<file path="src/rtl/afr_pkg.sv">
package afr_pkg;
    typedef enum logic [1:0] {
        ST_HUNT = 2'd0,
        ST_OPEN = 2'd1,
        ST_DATA = 2'd2
    } afr_state_e;

    localparam logic [7:0] FLAG_CHAR = 8'h7E;
endpackage

</file>
<file path="src/rtl/afr_classify.sv">
module afr_classify
    import afr_pkg::*;
(
    input  logic       chr_valid,
    input  logic [7:0] chr_data,
    input  logic       chr_ferr,
    output logic       ev_flag,
    output logic       ev_byte,
    output logic       ev_ferr
);
    logic clean;

    always_comb begin
        clean   = chr_valid && !chr_ferr;
        ev_flag = clean && (chr_data == FLAG_CHAR);
        ev_byte = clean && (chr_data != FLAG_CHAR);
        ev_ferr = chr_valid && chr_ferr;
    end
endmodule

</file>
<file path="src/rtl/afr_fsm.sv">
module afr_fsm
    import afr_pkg::*;
(
    input  logic       clk,
    input  logic       rst_n,
    input  logic       carrier_ok,
    input  logic       ev_flag,
    input  logic       ev_byte,
    input  logic       ev_ferr,
    output afr_state_e state,
    output logic       cnt_clr,
    output logic       do_write,
    output logic       do_close,
    output logic       close_cd,
    output logic       close_fr
);
    afr_state_e state_nx;

    always_ff @(posedge clk or negedge rst_n) begin
        if (!rst_n) state <= ST_HUNT;
        else        state <= state_nx;
    end

    always_comb begin
        state_nx = state;
        cnt_clr  = 1'b0;
        do_write = 1'b0;
        do_close = 1'b0;
        close_cd = 1'b0;
        close_fr = 1'b0;
        unique case (state)
            ST_HUNT: begin
                if (carrier_ok && ev_flag) begin
                    state_nx = ST_OPEN;
                    cnt_clr  = 1'b1;
                end
            end
            ST_OPEN: begin
                if (!carrier_ok || ev_ferr) begin
                    state_nx = ST_HUNT;
                end else if (ev_byte) begin
                    state_nx = ST_DATA;
                    do_write = 1'b1;
                end
            end
            ST_DATA: begin
                if (!carrier_ok) begin
                    state_nx = ST_HUNT;
                    do_close = 1'b1;
                    close_cd = 1'b1;
                end else if (ev_ferr) begin
                    state_nx = ST_HUNT;
                    do_close = 1'b1;
                    close_fr = 1'b1;
                end else if (ev_flag) begin
                    state_nx = ST_OPEN;
                    do_close = 1'b1;
                    cnt_clr  = 1'b1;
                end else if (ev_byte) begin
                    do_write = 1'b1;
                end
            end
            default: state_nx = ST_HUNT;
        endcase
    end

    // leaving hunt requires a clean flag with carrier
    p_hunt_exit_r2: assert property (@(posedge clk) disable iff (!rst_n)
        (state == ST_HUNT && !(carrier_ok && ev_flag)) |=> state == ST_HUNT);
endmodule

</file>
<file path="src/rtl/afr_writer.sv">
module afr_writer #(
    parameter int AW = 10,
    parameter int CW = 16
) (
    input  logic          clk,
    input  logic          rst_n,
    input  logic          cnt_clr,
    input  logic          do_write,
    input  logic [7:0]    byte_in,
    input  logic          do_close,
    input  logic          close_cd,
    input  logic          close_fr,
    output logic          wr_en,
    output logic [AW-1:0] wr_addr,
    output logic [7:0]    wr_data,
    output logic          done,
    output logic [CW-1:0] done_count,
    output logic          done_cd_err,
    output logic          done_fr_err
);
    logic [CW-1:0] cnt;

    always_ff @(posedge clk or negedge rst_n) begin
        if (!rst_n) begin
            cnt         <= '0;
            wr_en       <= 1'b0;
            wr_addr     <= '0;
            wr_data     <= '0;
            done        <= 1'b0;
            done_count  <= '0;
            done_cd_err <= 1'b0;
            done_fr_err <= 1'b0;
        end else begin
            wr_en       <= do_write;
            done        <= do_close;
            done_cd_err <= do_close && close_cd;
            done_fr_err <= do_close && close_fr;
            if (do_write) begin
                wr_addr <= cnt[AW-1:0];
                wr_data <= byte_in;
            end
            if (do_close) done_count <= cnt;
            if (cnt_clr)       cnt <= '0;
            else if (do_write) cnt <= cnt + 1'b1;
        end
    end

    // back-to-back writes use consecutive addresses
    p_addr_step_r4: assert property (@(posedge clk) disable iff (!rst_n)
        wr_en |=> (!wr_en || wr_addr == $past(wr_addr) + 1'b1));
    // done is a single-cycle pulse
    p_done_pulse_r12: assert property (@(posedge clk) disable iff (!rst_n)
        done |=> !done);
    // error flags exclusive and only with done
    p_err_flags_r12: assert property (@(posedge clk) disable iff (!rst_n)
        $onehot0({done_cd_err, done_fr_err}) && (done || !(done_cd_err || done_fr_err)));
endmodule

</file>
<file path="src/rtl/afr_rx.sv">
module afr_rx
    import afr_pkg::*;
#(
    parameter int BUF_DEPTH = 1024,
    parameter int CW        = 16,
    localparam int AW       = $clog2(BUF_DEPTH)
) (
    input  logic          clk,
    input  logic          rst_n,
    input  logic          chr_valid,
    input  logic [7:0]    chr_data,
    input  logic          chr_ferr,
    input  logic [2:0]    chr_votes,
    input  logic          carrier_ok,
    output logic          wr_en,
    output logic [AW-1:0] wr_addr,
    output logic [7:0]    wr_data,
    output logic          done,
    output logic [CW-1:0] done_count,
    output logic          done_cd_err,
    output logic          done_fr_err
);
    logic       ev_flag, ev_byte, ev_ferr;
    logic       cnt_clr, do_write, do_close, close_cd, close_fr;
    afr_state_e state;

    afr_classify u_classify (
        .chr_valid (chr_valid),
        .chr_data  (chr_data),
        .chr_ferr  (chr_ferr),
        .ev_flag   (ev_flag),
        .ev_byte   (ev_byte),
        .ev_ferr   (ev_ferr)
    );

    afr_fsm u_fsm (
        .clk        (clk),
        .rst_n      (rst_n),
        .carrier_ok (carrier_ok),
        .ev_flag    (ev_flag),
        .ev_byte    (ev_byte),
        .ev_ferr    (ev_ferr),
        .state      (state),
        .cnt_clr    (cnt_clr),
        .do_write   (do_write),
        .do_close   (do_close),
        .close_cd   (close_cd),
        .close_fr   (close_fr)
    );

    afr_writer #(.AW(AW), .CW(CW)) u_writer (
        .clk         (clk),
        .rst_n       (rst_n),
        .cnt_clr     (cnt_clr),
        .do_write    (do_write),
        .byte_in     (chr_data),
        .do_close    (do_close),
        .close_cd    (close_cd),
        .close_fr    (close_fr),
        .wr_en       (wr_en),
        .wr_addr     (wr_addr),
        .wr_data     (wr_data),
        .done        (done),
        .done_count  (done_count),
        .done_cd_err (done_cd_err),
        .done_fr_err (done_fr_err)
    );

    // a character with a framing error is never written
    p_ferr_no_write_r9: assert property (@(posedge clk) disable iff (!rst_n)
        (chr_valid && chr_ferr) |=> !wr_en);
    // no write follows a cycle without carrier
    p_cd_no_write_r8: assert property (@(posedge clk) disable iff (!rst_n)
        !carrier_ok |=> !wr_en);
    // a data byte with disagreeing votes is still written
    p_votes_ignored_r7: assert property (@(posedge clk) disable iff (!rst_n)
        (state == ST_DATA && carrier_ok && chr_valid && !chr_ferr &&
         chr_data != FLAG_CHAR && !((&chr_votes) || !(|chr_votes)))
        |=> (wr_en && wr_data == $past(chr_data)));
endmodule

</file>
<file path="config.mk">
export PLATFORM = sky130hd
export DESIGN_NAME = afr_rx
export DESIGN_NICKNAME = d
export VERILOG_FILES = /design/src/rtl/afr_pkg.sv /design/src/rtl/afr_classify.sv /design/src/rtl/afr_fsm.sv /design/src/rtl/afr_writer.sv /design/src/rtl/afr_rx.sv
export SDC_FILE = /design/constraint.sdc
export NUM_CORES = 1
export LEC_CHECK = 0
export ABC_CLOCK_PERIOD_IN_PS = 2650
export BUFFER_PORTS_ARGS = -buffer_cell sky130_fd_sc_hd__buf_4
export CELL_PAD_IN_SITES_DETAIL_PLACEMENT = 1
export CELL_PAD_IN_SITES_GLOBAL_PLACEMENT = 2
export CORE_MARGIN = 2
export CORE_UTILIZATION = 34
export DETAILED_ROUTE_END_ITERATION = 10
export PLACE_DENSITY = 0.89
export SKIP_LAST_GASP = 1
export SYNTH_ARGS = -nofsm -noshare
export SYNTH_HDL_FRONTEND = slang
export SYNTH_SLANG_ARGS = --single-unit
</file>
<file path="constraint.sdc">
create_clock -name clk -period 2.65 [get_ports clk]
set_clock_uncertainty 0.05 [all_clocks]
set_input_delay 0.3975 -clock clk [delete_from_list [all_inputs] [get_ports clk]]
set_output_delay 0.3975 -clock clk [all_outputs]
set_load 0.005 [all_outputs]
</file>
Yosys cells after proc, flatten, opt, wreduce, memory -nomap -nowiden

Index checks and enable logic that the tools add are counted.

Reductions and logical operators: 13
Eq/ne operators: 7
Multiplexer cells: 28
Add/subtract/negate cells: 1

Operators by type and width:

| kind                    | count |
|---|---|
| $mux W16                | 2 |
| $mux W1                 | 17 |
| $add A16 B1 Y16 const B | 1 |
| $mux W2                 | 6 |
| $eq A8 B7 Y1 const B    | 1 |
| $ne A8 B7 Y1 const B    | 1 |
| $logic_and A1 B1 Y1     | 7 |
| $pmux W2 S3             | 1 |
| $ne A4 B2 Y1 const B    | 1 |
| $pmux W1 S2             | 2 |
| $ne A3 B2 Y1 const B    | 1 |
| $reduce_and A3 Y1       | 1 |
| $eq A2 B1 Y1 const B    | 1 |
| $eq A2 B2 Y1 const B    | 1 |
| $logic_not A1 Y1        | 2 |
| $logic_not A2 Y1        | 1 |
| $ne A2 B1 Y1 const B    | 1 |
| $reduce_bool A2 Y1      | 1 |
| $logic_or A1 B1 Y1      | 1 |

Bits of input ports: 16
Register bits: 56

Depth between registers and ports, before layout

Depth after elaboration: 10
Depth in mapped cells: 9

Modules after synthesis

A second synthesis with hierarchy kept.

Cell total of the unflattened synthesis: 193
Area total of the unflattened synthesis: 2481.1 µm²

By module, submodules not included:

| module       | times used | area each (µm²) | sequential area each (µm²) | cells each |
|---|---|---|---|---|
| afr_writer   | 1          | 2175.8          | 1351.3                     | 156 |
| afr_fsm      | 1          | 260.2           | 50.0                       | 31 |
| afr_classify | 1          | 45.0            | 0.0                        | 6 |

Worst setup path after synthesis

OpenSTA, ideal clock, no wires.

Path type: register -> register
From: reg u_fsm.state[0]
To: reg u_writer.cnt[15]
Library setup time: 78 ps
Buffers on the path: 1
Cell stages (with the launch flop): 8
Clock period less this slack: 1999 ps
Required time: 2522 ps
Slack: 651 ps
Data arrival time: 1872 ps
Cell sequence: dfrtp_1 inv_1 ha_1 buf_4 o21ai_1 a2111o_1 or4_1 a21oi_1

Longest elaborated chain between the ends: 3
Elaborated cells between the ends (all ways): 7
Those cells by class: eq/ne: 2; mux: 3; reduce/logical: 2

Ends and longest elaborated chain:

| item                                           | RTL line         | text |
|---|---|---|
| from (decl)                                    | afr_fsm.sv:10    | `output afr_state_e state,` |
| from (signal assigned)                         | afr_fsm.sv:21    | `else state <= state_nx;` |
| $eq A2 B2 Y1, or another cell as far along     | afr_fsm.sv:31    | `unique case (state)` |
| $pmux W1 S2                                    | afr_fsm.sv:31    |  |
| $mux W16 or $reduce_bool A2 Y1 (tied branches) | -                |  |
| to (signal assigned)                           | afr_writer.sv:44 | `else if (do_write) cnt <= cnt + 1'b1;` |
| to (decl)                                      | afr_writer.sv:21 | `logic [CW-1:0] cnt;` |

Parallel ways exist; a longest one is shown, timed or not.
A chain may end at the register's enable or synchronous reset.

Final worst setup path

From: reg u_fsm.state[0]
To: reg u_writer.wr_data[5]

Longest elaborated chain between the ends: 2
Elaborated cells between the ends (all ways): 3
Those cells by class: eq/ne: 2; mux: 1

Ends and longest elaborated chain:

| item                                         | RTL line         | text |
|---|---|---|
| $eq A2 B2 Y1 or $eq A2 B1 Y1 (tied branches) | afr_fsm.sv:31    |  |
| $pmux W1 S2 *                                | afr_fsm.sv:31    |  |
| to (signal assigned)                         | afr_writer.sv:40 | `wr_data <= byte_in;` |
| to (decl)                                    | afr_writer.sv:15 | `output logic [7:0] wr_data,` |

Every way passes the cells marked *; elsewhere a longest branch is shown, timed or not.

==> flow_results.org <==
** Die
- Starting utilization of the core area :: 0.3540
- In this run the vertical extent of the chip is ~90 um.
- Measured along the x axis, the die boundary spans a little over 90 um.
- The initialized floorplan defines 31 standard-cell rows.
- Number of top-level pins :: 54
- Area of the core :: approximately 7300 um^2
- The floorplan step defined a die boundary enclosing between 8000 and 9000 um^2.

** Routing
- First-pass detailed-route iteration total :: 4
- For this run, design rule violations remaining after detail routing come to 0.
- Final wirelength :: slightly above 6 mm
- The final route contains 2012 vias.
- Antenna-violating nets left :: 0
- Count of routing violations after the opening detailed-route iteration :: between 60 and 70
- After detailed routing, the average wire length per cell comes to 15.34 um.
- In the routed layout, each cell is associated on average with a via count of 5.081.

** Final layout
- For this run, the number of standard cells in the final layout without fillers is 396.
- Number of nets in the final layout :: ~320
- Proportion of layout cells with a drive suffix above 1 :: 0.2896
- Summing all multi-input logic gate instances after layout gives 1095 um^2.
- From synthesis to final layout, the design area changed by 22.06%.
- Summing all flip-flop and latch instances after layout gives 1401 um^2.
- Counting the fill cells in the layout gives ~860.
- ANT cells :: 0
- Finished Cell Area :: 3151 um^2

** Timing
- Max Fclk :: 427.8 MHz
- For the pin with the worst max-slew slack, the measured transition is 0.7080 ns.
- The hold violation total from the final report was 0.
- Relative slew slack :: 0.5280
- Setup violations remaining at the end of the flow were counted as 0.
- Adding up every negative setup slack in the final design gives 0 ns.
- In the post-route analysis, the smallest setup slack over all paths is 0.3124 ns.
- Setup repair after global routing left no endpoint under its margin.
- In the finished design, the share of the clock period the worst path needs comes to 0.8821.
- Final worst path period need :: 2.338 ns
- Number of max-slew violations in the final report :: 0

** Setup path
- For the worst setup path, the data arrival time is 2.53 ns.
- The slowest stage of the critical path belongs to the cell a211o_2.
- Maximum cell stage delay along the critical path :: 0.46 ns
- Of all nets on the critical path, the largest fanout is 22.
- Chain of cells forming the critical path :: inv_1, ha_1, o21ai_1, a211o_2, inv_1, buf_4, nand2_1, nand2_1
- STA classifies the critical path startpoint as a flip-flop.
- Critical path class :: reg -> reg
- STA puts the critical path data required time at 2.84 ns.
- Critical Path Sink Type :: flip-flop

** Power
- Combinational group share of total power :: 0.316
- Switching Fraction :: 0.3004
- The analysis attributes to cell leakage a power of 1.537 nW.
- The completed layout was analyzed and its total power is 2.656 mW.
- The internal portion of the total power is between 1.5 and 2 mW.
- Of the total power, the clock network draws 0.200.
- Of the total power, registers draw 0.484.
- Net Switching :: approximately 0.8 mW
- In this run the power density over the cells is 843.2 nW/um^2.
- Highest ir drop seen on vdd :: 297.5 uV

** Clock tree
- In this run, CTS created clock tree buffers numbering 5.
- The root buffer cell chosen for the clock tree is clkbuf_8.
- Hold Buf Count CTS :: 0
- TritonCTS clock tree :: yes
- Counting along the longest clock path gives a buffer depth of 2.
- For the worst-skew pair, the clock arrives at the later sink with an insertion delay of 0.30 ns.
- Post CTS Setup Buffer Count :: 0
- Clock-pin slew was measured on the worst setup and hold paths at 0.09 ns.
- Post-cts resize count :: 0
- The H-tree was split into 2 levels.
- CTS saw 56 sinks.

** Synth
- dfrtp_1 takes more of the synthesized area than any other cell.
- Among all flip-flop cells after synthesis, the most frequent one is dfrtp_1.
- Number of flops mapped to enable cells by yosys :: 0
- The Yosys step of the flow raised 0 warnings.
- Cells taking the most area after synthesis :: dfrtp_1 54%, nand2_1 9.6%, mux2_2 7.4%
- Yosys reg bits :: 56
- Top-count cell post-synth :: nand2_1
- Net count after synthesis :: between 200 and 300
- The cell area that synthesis handed to floorplanning was about 2600 um^2.
- Share of synthesized registers carrying an async set or reset :: 1.000
- Portion of the post-synthesis area used by sequential elements :: 0.5429
- Number of cells produced by synthesis :: 247
- A synthesized cell averages 10.45 um^2.
- Area share of the largest cell type after synthesis :: 0.5429
- Synthesis instantiated 46 different standard cells from the library.
- Ranking of synthesized cells by instance count :: 66 x nand2_1, 56 x dfrtp_1, 17 x mux2_2

** Placed design
- After detailed placement, the design holds a cell count of between 300 and 400.
- Total of buffers placed on input and output ports :: 50
- Timing analysis after detailed placement gives a worst setup slack of between 0.2 and 0.3 ns.
- Final weighted congestion in routability-driven placement :: around 0.76
- The HPWL after detailed placement is between 4 and 5 mm.
- Total placed instance area :: between 3000 and 4000 um^2

** Status
- Result of the run :: finished, final reports clean

** Global routing
- The number of antenna violations at the first check in global routing is 0.
- Number of global-route vias before repair :: 2149
- First-pass GRT wire length :: 10.69 mm
- Pin count of the biggest net entering global routing :: 57
- Global routing finished with a remaining overflow of 0.
- For this run, the total global-route usage over all layers was measured as 0.1578.

** Flow run
- Max-cap violations in this run came to 0.

** Worst hold path
- Min-delay worst type :: in -> async
-- layer usage --
| metal | wire [um] | up-vias | GRT usage |
|---|---|---|---|
| met5 | 0 | - | 0 |
| met4 | 38 | 0 | 0.03409 |
| met3 | 218 | 5 | 0.03651 |
| met2 | 3074 | 37 | 0.2710 |
| met1 | 2743 | 1006 | 0.2033 |
| li1 | - | 964 | - |
-- flip-flops by register name, indices dropped and copies added, names as in the netlist --
| name | count |
|---|---|
| u_writer.wr_en | 1 |
| u_writer.done | 1 |
| u_writer.done_fr_err | 1 |
| u_fsm.state | 2 |
| u_writer.wr_data | 8 |
| u_writer.done_count | 16 |
| u_writer.cnt | 16 |
| u_writer.done_cd_err | 1 |
| u_writer.wr_addr | 10 |
-- critical path: cells and delay by family, from the launching register on --
kind / cells / cell delay (ns)
buf+inv: 3 / 0.78
compound gates: 2 / 0.60
flops: 1 / 0.43
fa+ha+maj: 1 / 0.30
simple gates: 2 / 0.12
-- per-stage QoR --
| step | hold WS (ns) | util |
|---|---|---|
| CTS | 0.1162 | 0.4321 |
| global route | 0.1379 | 0.4321 |
| finish | 0.09658 | 0.4321 |
| detailed placement | 0.4153 | 0.4185 |
| floorplan | 0.05191 | - |
| global placement | 0.4107 | 0.4185 |
-- cells in the final DEF, fill, tap and decap left out, types with 2 or more instances in the layout --
cell type / n
a21oi_1: 12
buf_4: 55
clkbuf_8: 5
dfrtp_1: 56
ha_1: 5
inv_1: 5
mux2_2: 17
mux2i_1: 2
nand2_1: 66
nand2b_1: 3
nand3_1: 7
nand3b_1: 2
nand4_1: 3
nand4b_1: 2
nor2_1: 6
nor3_1: 2
nor4_1: 5
o21ai_0: 4
o21ai_1: 2
o31ai_1: 7
or3_1: 5
or4_1: 5
xnor2_1: 2
-- logic make-up after synthesis --
family,Yosys count,share of synthesized area
compound gates,35,0.08968
xor+xnor,2,0.006787
fa+ha+maj,5,0.02424
buf+inv,16,0.03296
flops,56,0.5429
mux,19,0.08192
simple gates,114,0.2215
-- final timing paths --
path,from,endpoint,slack (ns),cells after the start
worst min register to register,u_writer.wr_addr[0],u_writer.wr_addr[0],0.43,2
max in group asynchronous,rst_n,u_fsm.state[1],1.99,1
worst min-delay path,rst_n,u_writer.done,0.1,1
min in group clk,chr_data[0],u_writer.wr_data[0],0.25,3
worst max-delay path,u_fsm.state[0],u_writer.wr_data[5],0.31,8
worst max register to register,u_fsm.state[0],u_writer.wr_data[5],0.31,8
-- power by group through the flow --
stage | clock network (mW) | logic (mW) | registers [mW]
final | 0.531 | 0.840 | 1.29
after global routing | 0.591 | 0.942 | 1.33
after CTS | 0.553 | 0.863 | 1.29
after detailed placement | 0 | 0.861 | 1.31
after global placement | 0 | 0.819 | 1.30
after floorplan | 0 | 0.406 | 1.28
-- area by class of cell --
type                            count  share of cell area
Inverter                            5            0.005957
Tap cell                           99             0.03932
Clock buffer                        5             0.02184
Multi-Input combinational cell    175              0.3475
Sequential cell                    56              0.4448
Timing Repair Buffer               55              0.1311
Clock inverter                      1            0.009531
Note: power is estimated with default switching activity, not from simulation.
